### src/rtl/pinbank_pkg.sv
package pinbank_pkg;
  // Byte offsets inside one section window
  localparam int PB_OFF_MSTAT  = 'h00;
  localparam int PB_OFF_STAT   = 'h04;
  localparam int PB_OFF_UNMASK = 'h08;
  localparam int PB_OFF_MASK   = 'h0C;
  localparam int PB_OFF_DIR    = 'h10;
  localparam int PB_OFF_OUT    = 'h14;
  localparam int PB_OFF_IN     = 'h18;
  localparam int PB_OFF_LVL    = 'h20;

  // Default geometry
  localparam int PB_SECT_PINS  = 8;
  localparam int PB_NUM_SECT   = 4;
  localparam int PB_SECT_AW    = 6;
endpackage

### src/rtl/pinbank_sync.sv
module pinbank_sync #(
  parameter int W = 8
) (
  input  logic         clk,
  input  logic         rst_n,
  input  logic [W-1:0] d_async,
  output logic [W-1:0] q_sync
);
  logic [W-1:0] stage1_q;
  logic [W-1:0] stage2_q;

  always_ff @(posedge clk or negedge rst_n) begin
    if (!rst_n) begin
      stage1_q <= '0;
      stage2_q <= '0;
    end else begin
      stage1_q <= d_async;
      stage2_q <= stage1_q;
    end
  end

  assign q_sync = stage2_q;
endmodule

### src/rtl/pinbank_section.sv
module pinbank_section
  import pinbank_pkg::*;
#(
  parameter int PINS   = PB_SECT_PINS,
  parameter int OFF_W  = PB_SECT_AW,
  parameter int DATA_W = 32
) (
  input  logic              clk,
  input  logic              rst_n,
  input  logic              wr_en,
  input  logic [OFF_W-1:0]  off,
  input  logic [PINS-1:0]   wdata,
  input  logic [PINS-1:0]   sync_in,
  output logic [DATA_W-1:0] rdata,
  output logic [PINS-1:0]   out_q,
  output logic [PINS-1:0]   dir_q,
  output logic [PINS-1:0]   status_q,
  output logic [PINS-1:0]   mask_q,
  output logic [PINS-1:0]   level_q,
  output logic [PINS-1:0]   rise,
  output logic [PINS-1:0]   clr_bits,
  output logic              wr_dir_o,
  output logic              wr_mskset_o
);
  // Status next-state: level pins follow input, edge pins latch rises
  function automatic logic [PINS-1:0] status_next(
    input logic [PINS-1:0] cur,
    input logic [PINS-1:0] lvl,
    input logic [PINS-1:0] lvl_in,
    input logic [PINS-1:0] up,
    input logic [PINS-1:0] clr
  );
    return (lvl & lvl_in) | (~lvl & ((cur & ~clr) | up));
  endfunction

  function automatic logic hit(input logic [OFF_W-1:0] o, input int target);
    return o == OFF_W'(target);
  endfunction

  logic [PINS-1:0] prev_q;
  logic            wr_stat, wr_unmask, wr_mask, wr_dir, wr_out, wr_lvl;

  assign wr_stat   = wr_en && hit(off, PB_OFF_STAT);
  assign wr_unmask = wr_en && hit(off, PB_OFF_UNMASK);
  assign wr_mask   = wr_en && hit(off, PB_OFF_MASK);
  assign wr_dir    = wr_en && hit(off, PB_OFF_DIR);
  assign wr_out    = wr_en && hit(off, PB_OFF_OUT);
  assign wr_lvl    = wr_en && hit(off, PB_OFF_LVL);

  assign rise        = sync_in & ~prev_q;
  assign clr_bits    = wr_stat ? wdata : '0;
  assign wr_dir_o    = wr_dir;
  assign wr_mskset_o = wr_mask;

  always_ff @(posedge clk or negedge rst_n) begin
    if (!rst_n) begin
      dir_q    <= '1;
      out_q    <= '0;
      mask_q   <= '1;
      level_q  <= '0;
      status_q <= '0;
      prev_q   <= '0;
    end else begin
      prev_q   <= sync_in;
      status_q <= status_next(status_q, level_q, sync_in, rise, clr_bits);
      if (wr_dir)    dir_q   <= wdata;
      if (wr_out)    out_q   <= wdata;
      if (wr_mask)   mask_q  <= mask_q | wdata;
      if (wr_unmask) mask_q  <= mask_q & ~wdata;
      if (wr_lvl)    level_q <= level_q | wdata;
    end
  end

  always_comb begin
    rdata = '0;
    if      (hit(off, PB_OFF_MSTAT))  rdata[PINS-1:0] = status_q & ~mask_q;
    else if (hit(off, PB_OFF_STAT))   rdata[PINS-1:0] = status_q;
    else if (hit(off, PB_OFF_UNMASK)) rdata[PINS-1:0] = mask_q;
    else if (hit(off, PB_OFF_DIR))    rdata[PINS-1:0] = dir_q;
    else if (hit(off, PB_OFF_OUT))    rdata[PINS-1:0] = out_q;
    else if (hit(off, PB_OFF_IN))     rdata[PINS-1:0] = sync_in;
    else if (hit(off, PB_OFF_LVL))    rdata[PINS-1:0] = level_q;
  end
endmodule

### src/rtl/pinbank_ctrl.sv
module pinbank_ctrl
  import pinbank_pkg::*;
#(
  parameter int NUM_SECT  = PB_NUM_SECT,
  parameter int SECT_PINS = PB_SECT_PINS,
  parameter int SECT_AW   = PB_SECT_AW,
  parameter int DATA_W    = 32
) (
  input  logic                                  clk,
  input  logic                                  rst_n,
  input  logic [$clog2(NUM_SECT)+SECT_AW-1:0]   bus_addr,
  input  logic                                  bus_we,
  input  logic [DATA_W-1:0]                     bus_wdata,
  output logic [DATA_W-1:0]                     bus_rdata,
  input  logic [NUM_SECT*SECT_PINS-1:0]         pad_in,
  output logic [NUM_SECT*SECT_PINS-1:0]         pad_out,
  output logic [NUM_SECT*SECT_PINS-1:0]         pad_oe,
  output logic                                  irq
);
  localparam int SEL_W  = $clog2(NUM_SECT);
  localparam int ADDR_W = SEL_W + SECT_AW;
  localparam int PINS   = NUM_SECT * SECT_PINS;

  logic [SEL_W-1:0]   sect_sel;
  logic [SECT_AW-1:0] sect_off;
  logic [PINS-1:0]    sync_all;
  logic [PINS-1:0]    status_all, mask_all, level_all, dir_all, out_all;
  logic [PINS-1:0]    rise_all, clr_all;
  logic [NUM_SECT-1:0] wr_dir, wr_mskset;
  logic [DATA_W-1:0]  sec_rd [NUM_SECT];

  assign sect_sel = bus_addr[ADDR_W-1:SECT_AW];
  assign sect_off = bus_addr[SECT_AW-1:0];

  pinbank_sync #(.W(PINS)) u_sync (
    .clk     (clk),
    .rst_n   (rst_n),
    .d_async (pad_in),
    .q_sync  (sync_all)
  );

  for (genvar s = 0; s < NUM_SECT; s++) begin : g_sect
    pinbank_section #(
      .PINS   (SECT_PINS),
      .OFF_W  (SECT_AW),
      .DATA_W (DATA_W)
    ) u_section (
      .clk         (clk),
      .rst_n       (rst_n),
      .wr_en       (bus_we && (sect_sel == SEL_W'(s))),
      .off         (sect_off),
      .wdata       (bus_wdata[SECT_PINS-1:0]),
      .sync_in     (sync_all[s*SECT_PINS +: SECT_PINS]),
      .rdata       (sec_rd[s]),
      .out_q       (out_all[s*SECT_PINS +: SECT_PINS]),
      .dir_q       (dir_all[s*SECT_PINS +: SECT_PINS]),
      .status_q    (status_all[s*SECT_PINS +: SECT_PINS]),
      .mask_q      (mask_all[s*SECT_PINS +: SECT_PINS]),
      .level_q     (level_all[s*SECT_PINS +: SECT_PINS]),
      .rise        (rise_all[s*SECT_PINS +: SECT_PINS]),
      .clr_bits    (clr_all[s*SECT_PINS +: SECT_PINS]),
      .wr_dir_o    (wr_dir[s]),
      .wr_mskset_o (wr_mskset[s])
    );
  end

  always_comb begin
    bus_rdata = '0;
    for (int s = 0; s < NUM_SECT; s++) begin
      if (sect_sel == SEL_W'(s)) bus_rdata = sec_rd[s];
    end
  end

  assign pad_out = out_all;
  assign pad_oe  = ~dir_all;
  assign irq     = |(status_all & ~mask_all);
endmodule

### config.mk
export PLATFORM = sky130hd
export DESIGN_NAME = pinbank_ctrl
export DESIGN_NICKNAME = d
export VERILOG_FILES = /design/src/rtl/pinbank_pkg.sv /design/src/rtl/pinbank_sync.sv /design/src/rtl/pinbank_section.sv /design/src/rtl/pinbank_ctrl.sv
export SDC_FILE = /design/constraint.sdc
export NUM_CORES = 1
export LEC_CHECK = 0
export BUFFER_PORTS_ARGS = -buffer_cell sky130_fd_sc_hd__buf_4
export CAP_MARGIN = 5
export CORE_AREA = 2 2 206 188
export CTS_CLUSTER_DIAMETER = 50
export DETAILED_ROUTE_END_ITERATION = 16
export DIE_AREA = 0 0 208 190
export GPL_TIMING_DRIVEN = 0
export PLACE_DENSITY_LB_ADDON = 0.3
export SLEW_MARGIN = 25
export SYNTH_ARGS = -nofsm -noshare
export SYNTH_HDL_FRONTEND = slang
export SYNTH_SLANG_ARGS = --single-unit
### constraint.sdc
create_clock -name clk -period 3.04 [get_ports clk]
set_clock_uncertainty 0.1 [all_clocks]
set_input_delay 0.456 -clock clk [delete_from_list [all_inputs] [get_ports clk]]
set_output_delay 0.456 -clock clk [all_outputs]
set_load 0.02 [all_outputs]
==> summary.md <==
| Metric | Value |
|---|---|
| Status | finished, violations left |
| Failing checks | negative setup slack |
| R2R depth | 3 |
| Worst-Margin Slew | 1.102 ns |
| Total CTS buffers | 37 |
| Ys Warns | 0 |
| Maxcap violations | 0 |
| Synth Flop Type | dfrtp_1 |
| Final Non-Filler Cells | 1810 |
| Initial antenna violation count | 1 |
| Fin. Hold Viols | 0 |
| DRT iter0 DRCs | 880 |
| Post-Syn Area | 11480 um^2 |
| Most common cell in the netlist | dfrtp_1 |
| Fin area | 15540 um^2 |
| Initial Utilization | 30.53% |
| Fillers | 3684 |
| Max clock buf depth | 3 |
| Synth Register Bits | 256 |
| Placed Cells | 1684 |
| Hold WS | 0.2363 ns |
| DRC errors left | 0 |
| Cell Area, Placed | 13130 um^2 |
| Root Driver | clkbuf_16 |
| Gpl congestion | 0.9361 |
| Synthesis-to-layout area growth | 35.36% |
| Ys async rst share | 100.0% |
| Min setup slack post-route | -0.01496 ns |
| EDFF count, synth | 0 |
| Final worst path period need | 3.055 ns |
| Met1 GRT Util | 31.09% |
| Worst flop-to-flop path endpoint | g_sect[1].u_section.status_q[0]$_DFF_PN0_ |
| Final setup fails | 1 |
| CP startpoint kind | input port |
| Hold crit path type | reg -> reg |
| Row cnt | 68 |
| TritonCTS clock tree | yes |
| Clock Latency Late Sink | 0.51 ns |
| # IOs | 172 |
| Global Route Usage Sum | 22.21% |
| Hold Path End | u_sync.q_sync[18]$_DFF_PN0_ |
| PwrDens | 576.4 nW/um^2 |
| Netlist cell types | 64 |
| Commonest cells in the netlist | 192 x dfrtp_1, 182 x nand2_1, 89 x inv_1 |
| Busiest layer in global routing | met2 |
| Relative slew slack | 26.44% |
| Worst-path fanout max | 10 |
| Required @ worst endpoint | 2.48 ns |
| Grt total ovfl | 0 |
| Via Count | 9450 |
| Nets | 1368 |
| GR Util met3 | 5.447% |
| Slew Limit Fails | 0 |
| VDD IR-drop max | 310.9 uV |
| Hold depth | 0 |
| Leak | 0.006897 uW |
| Synth area leader | dfrtp_1 |
| Yosys top cell area share | 41.85% |
| Synth area leaders | dfrtp_1 42%, dfstp_2 15%, mux2_2 8.5%, nand2_1 6.0%, inv_1 2.9% |
| Vias/cell | 5.221 |
| WP data arrival | 2.50 ns |
| Final Total Pwr | 8957 uW |
| Hold_sp | u_sync.stage1_q[18]$_DFF_PN0_ |
| Final period util | 100.5% |
| Largest net degree at the start of global routing | 76 |
| Avg WL per Cell | 24.51 um |
| Syn Area/Cell | 10.87 um^2 |
| Die width | 208 um |
| Number of I/O port buffers | 112 |
| Share of layout cells above drive strength 1 | 36.16% |
| Met2 GRT Util | 33.32% |
| DPL Wire Length | 30280 um |
| Worst Setup End Kind | output port |
| Routed Antenna Nets | 0 |
| Setup slack, reg-to-reg | 2.06 ns |
| Vias in the first global route | 9362 |
| Full die area | 39520 um^2 |
| First-pass GRT wire length | 64220 um |
| Max Fclk | 0.3273 GHz |
| Cells after Synth | 1056 |
| Core area | 37610 um^2 |
| Htree depth | 2 |
| Kind of critical path | in -> out |
| Reg-to-Reg Start | g_sect[1].u_section.level_q[0]$_DFFE_PN0P_ |
| Die height | 190 um |
| Final WL | 44360 um |
| Register area share after synthesis | 56.50% |
| Total iterations of the first detailed-routing run | 5 |
| CTS Sinks | 256 |
| CTS clk-pin slew, worst paths | 0.06 ns |
-- layer usage --
metal	up-vias	routed length, um
met5	-	13
met4	2	1649
met3	89	3623
met2	438	19460
met1	4771	19610
li1	4150	-
-- how the worst max path moves through the flow --
stage                startpoint            to  slack [ns]  cells after the start
detailed placement  bus_addr[2]  bus_rdata[7]       -1.32                     11
global placement    bus_addr[2]  bus_rdata[7]       -1.34                     11
finish              bus_addr[3]  bus_rdata[0]       -0.01                     10
CTS                 bus_addr[5]  bus_rdata[0]       -0.03                     10
floorplan           bus_addr[5]  bus_rdata[0]        0.16                      9
global route        bus_addr[3]  bus_rdata[0]       -0.05                     10
-- timing repair --
action / CTS / global route
setup endpoints to repair: 8 / 8
setup buffers: 17 / 11
gates resized for setup: 101 / 48
endpoints found under the hold margin: 70 / 0
pin swaps: 18 / 24
hold buffers: 33 / 0
gates cloned: 0 / 3
-- worst max-delay path, cell delays in order --
cell       delay (ns)
buf_4            0.18
buf_8            0.18
buf_6            0.17
buf_8            0.19
o21ai_0          0.10
o21ai_0          0.46
a21oi_4          0.14
a2111oi_4        0.38
a31oi_4          0.08
buf_6            0.16
-- cells in the final DEF, fill, tap and decap left out, types with 6 or more instances in the layout --
| cell type | instances |
|---|---|
| a21o_1 | 8 |
| dfrtp_1 | 192 |
| buf_4 | 156 |
| a211o_1 | 6 |
| nand2b_1 | 13 |
| a221oi_1 | 11 |
| mux2_2 | 87 |
| nor2_2 | 11 |
| buf_6 | 12 |
| conb_1 | 24 |
| o21ai_1 | 8 |
| inv_1 | 89 |
| buf_12 | 7 |
| dfstp_2 | 64 |
| nor2_1 | 27 |
| a32o_1 | 24 |
| buf_8 | 7 |
| dlygate4sd3_1 | 33 |
| a21oi_1 | 27 |
| o211ai_1 | 7 |
| nand3_2 | 7 |
| o22ai_1 | 13 |
| o21ai_0 | 45 |
| clkbuf_16 | 40 |
| a22oi_1 | 14 |
| nand2_1 | 176 |
| clkbuf_1 | 24 |
| mux2i_1 | 24 |
-- metrics by stage --
stage | TNS (ns) | utilization (%) | worst slack [ns]
6_report | -0.01496 | 41.32 | -0.01496
5_1_grt | -0.05204 | 41.31 | -0.04674
4_1_cts | -0.04560 | 40.43 | -0.03199
3_5_place_dp | -17.63 | 34.90 | -1.322
3_3_place_gp | -170.76 | 34.62 | -1.344
2_1_floorplan | 0 | - | 0.1640
-- where the power goes --
part / internal (uW) / total [uW] / switching [uW]
logic: 343 / 858 / 514
registers: 3610 / 3730 / 129
clock network: 2710 / 4360 / 1650
-- final cells by class --
cell class	count	area (um^2)	share of cell area, %
multi-input cells	659	4681	30.12
plain buffers	71	580.6	3.736
inverters	90	340.3	2.190
flip-flops and latches	256	6486	41.74
clock inverters	19	246.5	1.586
clock buffers	46	999.7	6.434
repair buffers	178	1589	10.23
diodes	1	2.502	0.01610
well taps	490	613.1	3.946
-- logic make-up after synthesis --
logic type / after synthesis / share of synthesized area [%]
AND/OR/NAND/NOR: 296 / 12.20
flip-flops: 256 / 56.50
AO/OA/AOI/OAI: 225 / 13.84
buffers and inverters: 165 / 6.594
multiplexers: 112 / 10.76
XOR/XNOR: 1 / 0.07631
other: 1 / 0.03267
No activity file was read; power rests on OpenSTA's default activity.
